[config.mk]
export PLATFORM = sky130hd
export DESIGN_NAME = pshift_down
export DESIGN_NICKNAME = d
export VERILOG_FILES = /design/src/rtl/pshift_pkg.sv /design/src/rtl/pshift_rd_ctrl.sv /design/src/rtl/pshift_win_buf.sv /design/src/rtl/pshift_interp.sv /design/src/rtl/pshift_down.sv
export SDC_FILE = /design/constraint.sdc
export NUM_CORES = 2
export LEC_CHECK = 0
export BUFFER_PORTS_ARGS = -buffer_cell sky130_fd_sc_hd__buf_4
export CAP_MARGIN = 20
export CORE_ASPECT_RATIO = 0.9
export CORE_UTILIZATION = 30
export DETAILED_ROUTE_END_ITERATION = 6
export GPL_TIMING_DRIVEN = 0
export PLACE_DENSITY = 0.46
export SYNTH_ARGS = -nofsm -noshare
export SYNTH_HDL_FRONTEND = slang
export SYNTH_SLANG_ARGS = --single-unit
[constraint.sdc]
create_clock -name clk_i -period 4.6 [get_ports clk_i]
set_clock_uncertainty 0.1 [all_clocks]
set_input_delay 0.92 -clock clk_i [delete_from_list [all_inputs] [get_ports clk_i]]
set_output_delay 0.92 -clock clk_i [all_outputs]
set_load 0.01 [all_outputs]
[src/rtl/pshift_pkg.sv]
package pshift_pkg;
  localparam int unsigned FRAC_W = 2;  // quarter-sample read resolution
  localparam int unsigned STEP_Q = 3;  // read advance per output, in quarters
  typedef enum logic {BANK0 = 1'b0, BANK1 = 1'b1} bank_e;
endpackage

[src/rtl/pshift_rd_ctrl.sv]
module pshift_rd_ctrl
  import pshift_pkg::*;
#(
  parameter int unsigned WIN = 64,
  localparam int unsigned AW = $clog2(WIN),
  localparam int unsigned ACC_W = AW + FRAC_W
) (
  input  logic              clk_i,
  input  logic              rst_ni,
  input  logic              strobe_i,
  output logic [AW-1:0]     wr_addr_o,
  output bank_e             wr_bank_o,
  output logic [AW-1:0]     rd_addr_o,
  output logic [FRAC_W-1:0] frac_o,
  output logic              primed_o
);
  logic [AW-1:0]    wr_idx_q;
  logic [ACC_W-1:0] acc_q;
  bank_e            bank_q;
  logic             primed_q;
  logic             last_w;

  assign last_w = (wr_idx_q == AW'(WIN - 1));

  always_ff @(posedge clk_i or negedge rst_ni) begin
    if (!rst_ni) begin
      wr_idx_q <= '0;
      acc_q    <= '0;
      bank_q   <= BANK0;
      primed_q <= 1'b0;
    end else if (strobe_i) begin
      wr_idx_q <= wr_idx_q + 1'b1;
      if (last_w) begin
        acc_q    <= '0;
        bank_q   <= (bank_q == BANK0) ? BANK1 : BANK0;
        primed_q <= 1'b1;
      end else begin
        acc_q <= acc_q + ACC_W'(STEP_Q);
      end
    end
  end

  assign wr_addr_o = wr_idx_q;
  assign wr_bank_o = bank_q;
  assign rd_addr_o = acc_q[ACC_W-1:FRAC_W];
  assign frac_o    = acc_q[FRAC_W-1:0];
  assign primed_o  = primed_q;
endmodule

[src/rtl/pshift_win_buf.sv]
module pshift_win_buf
  import pshift_pkg::*;
#(
  parameter int unsigned DATA_W = 16,
  parameter int unsigned WIN = 64,
  localparam int unsigned AW = $clog2(WIN)
) (
  input  logic              clk_i,
  input  logic              wr_en_i,
  input  bank_e             wr_bank_i,
  input  logic [AW-1:0]     wr_addr_i,
  input  logic [DATA_W-1:0] wr_data_i,
  input  logic              rd_en_i,
  input  bank_e             rd_bank_i,
  input  logic [AW-1:0]     rd_addr_i,
  output logic [DATA_W-1:0] rd_a_o,
  output logic [DATA_W-1:0] rd_b_o
);
  logic [AW-1:0]     rd_addr_nx;
  logic [DATA_W-1:0] bank_a [2];
  logic [DATA_W-1:0] bank_b [2];

  assign rd_addr_nx = rd_addr_i + 1'b1;

  for (genvar g = 0; g < 2; g++) begin : g_bank
    logic [DATA_W-1:0] mem [WIN];
    always_ff @(posedge clk_i) begin
      if (wr_en_i && (wr_bank_i == bank_e'(g))) mem[wr_addr_i] <= wr_data_i;
    end
    assign bank_a[g] = mem[rd_addr_i];
    assign bank_b[g] = mem[rd_addr_nx];
  end

  always_ff @(posedge clk_i) begin
    if (rd_en_i) begin
      rd_a_o <= bank_a[rd_bank_i];
      rd_b_o <= bank_b[rd_bank_i];
    end
  end
endmodule

[src/rtl/pshift_interp.sv]
module pshift_interp
  import pshift_pkg::*;
#(
  parameter int unsigned DATA_W = 16,
  localparam int unsigned SW = DATA_W + FRAC_W + 1
) (
  input  logic              clk_i,
  input  logic              rst_ni,
  input  logic              en_i,
  input  logic              mute_i,
  input  logic [DATA_W-1:0] a_i,
  input  logic [DATA_W-1:0] b_i,
  input  logic [FRAC_W-1:0] frac_i,
  output logic              valid_o,
  output logic [DATA_W-1:0] y_o
);
  logic [FRAC_W:0]   wt_a, wt_b;
  logic signed [SW-1:0] a_x, b_x, sum, shifted;
  logic [DATA_W-1:0] y_w;

  assign wt_b = {1'b0, frac_i};
  assign wt_a = (FRAC_W + 1)'(1 << FRAC_W) - wt_b;
  assign a_x  = {{(SW - DATA_W){a_i[DATA_W-1]}}, a_i};
  assign b_x  = {{(SW - DATA_W){b_i[DATA_W-1]}}, b_i};
  assign sum  = a_x * $signed({1'b0, wt_a}) + b_x * $signed({1'b0, wt_b});
  assign shifted = sum >>> FRAC_W;  // floor
  assign y_w  = mute_i ? '0 : shifted[DATA_W-1:0];

  always_ff @(posedge clk_i or negedge rst_ni) begin
    if (!rst_ni) begin
      valid_o <= 1'b0;
      y_o     <= '0;
    end else begin
      valid_o <= en_i;
      if (en_i) y_o <= y_w;
    end
  end
endmodule

[src/rtl/pshift_down.sv]
module pshift_down
  import pshift_pkg::*;
#(
  parameter int unsigned DATA_W = 16,
  parameter int unsigned WIN = 64,
  localparam int unsigned AW = $clog2(WIN)
) (
  input  logic              clk_i,
  input  logic              rst_ni,
  input  logic              valid_i,
  input  logic [DATA_W-1:0] sample_i,
  output logic              valid_o,
  output logic [DATA_W-1:0] sample_o
);
  logic [AW-1:0]     wr_addr, rd_addr;
  bank_e             wr_bank, rd_bank;
  logic [FRAC_W-1:0] frac, frac_q;
  logic              primed, mute_q, v1_q;
  logic [DATA_W-1:0] rd_a, rd_b;

  pshift_rd_ctrl #(.WIN(WIN)) u_ctrl (
    .clk_i    (clk_i),
    .rst_ni   (rst_ni),
    .strobe_i (valid_i),
    .wr_addr_o(wr_addr),
    .wr_bank_o(wr_bank),
    .rd_addr_o(rd_addr),
    .frac_o   (frac),
    .primed_o (primed)
  );

  assign rd_bank = (wr_bank == BANK0) ? BANK1 : BANK0;

  pshift_win_buf #(.DATA_W(DATA_W), .WIN(WIN)) u_buf (
    .clk_i    (clk_i),
    .wr_en_i  (valid_i),
    .wr_bank_i(wr_bank),
    .wr_addr_i(wr_addr),
    .wr_data_i(sample_i),
    .rd_en_i  (valid_i),
    .rd_bank_i(rd_bank),
    .rd_addr_i(rd_addr),
    .rd_a_o   (rd_a),
    .rd_b_o   (rd_b)
  );

  always_ff @(posedge clk_i or negedge rst_ni) begin
    if (!rst_ni) begin
      v1_q   <= 1'b0;
      mute_q <= 1'b1;
      frac_q <= '0;
    end else begin
      v1_q <= valid_i;
      if (valid_i) begin
        mute_q <= !primed;
        frac_q <= frac;
      end
    end
  end

  pshift_interp #(.DATA_W(DATA_W)) u_interp (
    .clk_i  (clk_i),
    .rst_ni (rst_ni),
    .en_i   (v1_q),
    .mute_i (mute_q),
    .a_i    (rd_a),
    .b_i    (rd_b),
    .frac_i (frac_q),
    .valid_o(valid_o),
    .y_o    (sample_o)
  );
endmodule

==> metrics.md <==
| Metric | Value |
|---|---|
| Final Hold Fails | `0` |
| Critical Path Start Type | `flop` |
| Most Crowded Layer GR | `met2` |
| Detail Route Antenna Nets | `1` |
| Number of remaining DRC errors | `0` |
| CTS sink cnt | `2,117` |
| Clock Root Buffer | `clkbuf_16` |
| Total Wirelength | `391,200 microns` |
| Unique cell type count in the Yosys netlist | `55` |
| Worst EP required | `5050 ps` |
| Syn_nets | `5,282` |
| Final Non-Filler Cells | `10,321` |
| Met2 Use GR | `34.31%` |
| Max Cap Viol | `0` |
| Clock Path Buffers | `4` |
| P&R area growth vs syn | `17.93%` |
| Area leader, netlist | `edfxtp_1` |
| Total Nets Final | `5,752` |
| Worst endpoint data arrival time | `5260 ps` |
| DP Cell Count | `9,842` |
| Clk slew on worst S/H paths | `60 ps` |
| Relative slew slack | `18.98%` |
| # IOs | `36` |
| Drt pass-1 iters | `7` |
| First-pass GRT wire length | `525,500 microns` |
| Most frequent cells in the layout | `edfxtp_1 (2,080), mux4_2 (1,072), nand2_1 (308)` |
| Ys flop type | `edfxtp_1` |
| Gr ovfl total | `0` |
| Later-pin clock latency in the skew report | `1000 ps` |
| Syn Area/Cell | `19.42 sq um` |
| Seq/Total Area, Yosys | `63.21%` |
| Final worst slack | `-208.0 ps` |
| Cell count after synthesis | `5,165` |
| Iteration-0 DRC count of the detailed router | `8,570` |
| Crit share post-route | `104.5%` |
| Total track usage | `22.91%` |
| DR WL/cell | `37.91 microns` |
| YS warnings | `0` |
| Placer Congestion | `0.9951` |
| Row count | `201` |
| CP max FO | `10` |
| Core Area | `333,000 sq um` |
| Share of the synthesized area in the top cell type | `62.28%` |
| Synth area leaders | `edfxtp_1 (62%), mux4_2 (24%), mux2i_1 (3.1%)` |
| Total CTS buffers | `237` |
| Detailed-route via count | `59,796` |
| Via/cell ratio | `5.794` |
| Min Tclk post-route | `4808 ps` |
| Initial antenna violation count | `22` |
| H-tree depth | `4` |
| Failing checks | `antenna rules, setup timing` |
| Commonest non-fill, non-tap cell in the layout | `edfxtp_1` |
| Classification of the worst setup path | `reg -> reg` |
| Crit path capture type | `flop` |
| GR Layer Usage met1 | `31.76%` |
| Worst hold path class | `in -> reg` |
| HPWL Detailed | `285,200 microns` |
| Max Freq | `208.0 MHz` |
| Die Y | `550.5 microns` |
| Number of flops mapped to enable cells by yosys | `2,080` |
| Die area | `336,600 sq um` |
| Final Max Slew Viols | `0` |
| Final Setup Violations | `19` |
| RSZ-0062 raised after global routing | `yes` |
| Largest net degree at the start of global routing | `97` |
| Worst-Margin Slew | `1215 ps` |
| LEAKAGE | `37.70 nW` |
| Vias in the first global route | `59,164` |
| Mapped Area | `100,300 sq um` |
| VDD IR max | `0.5818 mV` |
| Layout cells sized above 1 | `36.01%` |
| Die Wd | `611.4 microns` |
| PD cells | `751.1 nW/um^2` |
| Global routing usage on met3 | `6.236%` |
| CTS tree | `built` |
| Seq cells post-synth | `2,117` |
| Ys async rst share | `1.748%` |
| Final Util | `35.52%` |
| IO Port Bufs | `35` |
| Outcome | `complete, but fails checks` |
| Initial Util | `30.12%` |
[sequential cells by signal (all words and copies together) (netlist names)]
register,flops
frac_q,2
mute_q,1
u_buf.g_bank.mem,2048
u_buf.rd_a_o,16
u_buf.rd_b_o,16
u_ctrl.acc_q,8
u_ctrl.primed_o,1
u_ctrl.wr_addr_o,6
u_ctrl.wr_bank_o,1
u_interp.valid_o,1
u_interp.y_o,16
v1_q,1
[power breakdown]
group	switching, mW	leakage [nW]	internal, mW	total (mW)
Clock	8.34	3.70	10.7	19.1
Sequential	0.359	19.2	22.0	22.3
Combinational	29.9	14.8	17.5	47.4
Total	38.6	37.7	50.2	88.8
[cells by family (layout without fill, tap and decap cells)]
family | count (synthesis) | count (layout) | synth area share, %
muxes | 1379 | 1379 | 27.14
and+or+nand+nor | 746 | 746 | 3.446
xor gates and xnor gates | 29 | 29 | 0.2533
DFF | 2117 | 2117 | 63.21
other | 0 | 21 | 0
adders and majority gates | 98 | 98 | 1.552
buffers and inverters | 472 | 1141 | 2.094
AOI/OAI and AO/OA | 324 | 324 | 2.304
[worst paths after layout]
path	from	slack, ps	cells past startpoint	endpoint
max	u_ctrl.acc_q[4]	-210	10	u_buf.rd_b_o[6]
max reg2reg	u_ctrl.acc_q[4]	-210	10	u_buf.rd_b_o[6]
min in group asynchronous	rst_ni	410	2	u_interp.y_o[0]
max in group asynchronous	rst_ni	3500	2	frac_q[0]
min	valid_i	230	1	v1_q
min reg2reg	u_interp.y_o[13]	390	2	u_interp.y_o[13]
[metrics by stage]
step                      setup slack, ps  hold slack, ps  cell area (sq um)  power [mW]  setup TNS (ps)
final                              -208.0           233.0             118300       88.83           -1680
after global routing               -164.5           246.8             118200       91.28           -1106
after CTS                          -65.61           187.6             118000       87.98          -172.8
after detailed placement           -973.9           377.4             109700       67.60          -32240
after global placement              -1669           372.1             106200       67.14        -1620710
after floorplan                     61.72           278.6             100300       48.15               0
[synthesized netlist by cell type, types with 34 or more instances]
cell / instances
a211oi_1: 34
mux2i_1: 306
mux4_2: 1072
a21oi_1: 45
a32oi_1: 64
edfxtp_1: 2080
o22ai_1: 66
inv_1: 83
ha_1: 54
and2_1: 99
nand2_1: 311
buf_1: 35
o211ai_1: 38
clkbuf_1: 151
nor2_1: 143
fa_1: 44
nand4_1: 54
nand3_1: 77
dfrtp_1: 36
buf_2: 178
[routing by layer]
metal / wire length [microns] / part of all wire, %
met4: 15920 / 4.1
met1: 164000 / 42
met5: 253 / 0.065
met3: 37800 / 9.7
met2: 173200 / 44
[what timing repair did]
item / 4_1_cts / 5_1_grt
gates cloned: 0 / 0
hold buffers: 1 / 0
setup buffers: 17 / 6
setup endpoints to repair: 44 / 33
hold endpoints to repair: 36 / 0
pin swaps: 33 / 24
gates resized for setup: 138 / 82
[worst max-delay path: stages (launching register included)]
cell	delay, ps
dfrtp_1	410
buf_2	290
and3_1	210
buf_2	160
xnor2_1	500
buf_2	500
buf_4	370
clkdlybuf4s15_2	560
a21oi_1	350
a32oi_2	530
nand4_1	400
[final cells by class]
cell class,count,area [sq um]
buffer,383,2034
tap,4466,5588
clock inverter,151,1460
sequential,2117,63390
inverter,84,315.3
multi-input combinational,2576,35640
antenna,21,52.55
clock buffer,287,6158
fill,31108,214700
timing repair buffer,236,3622
No activity file was read; power rests on OpenSTA's default activity.
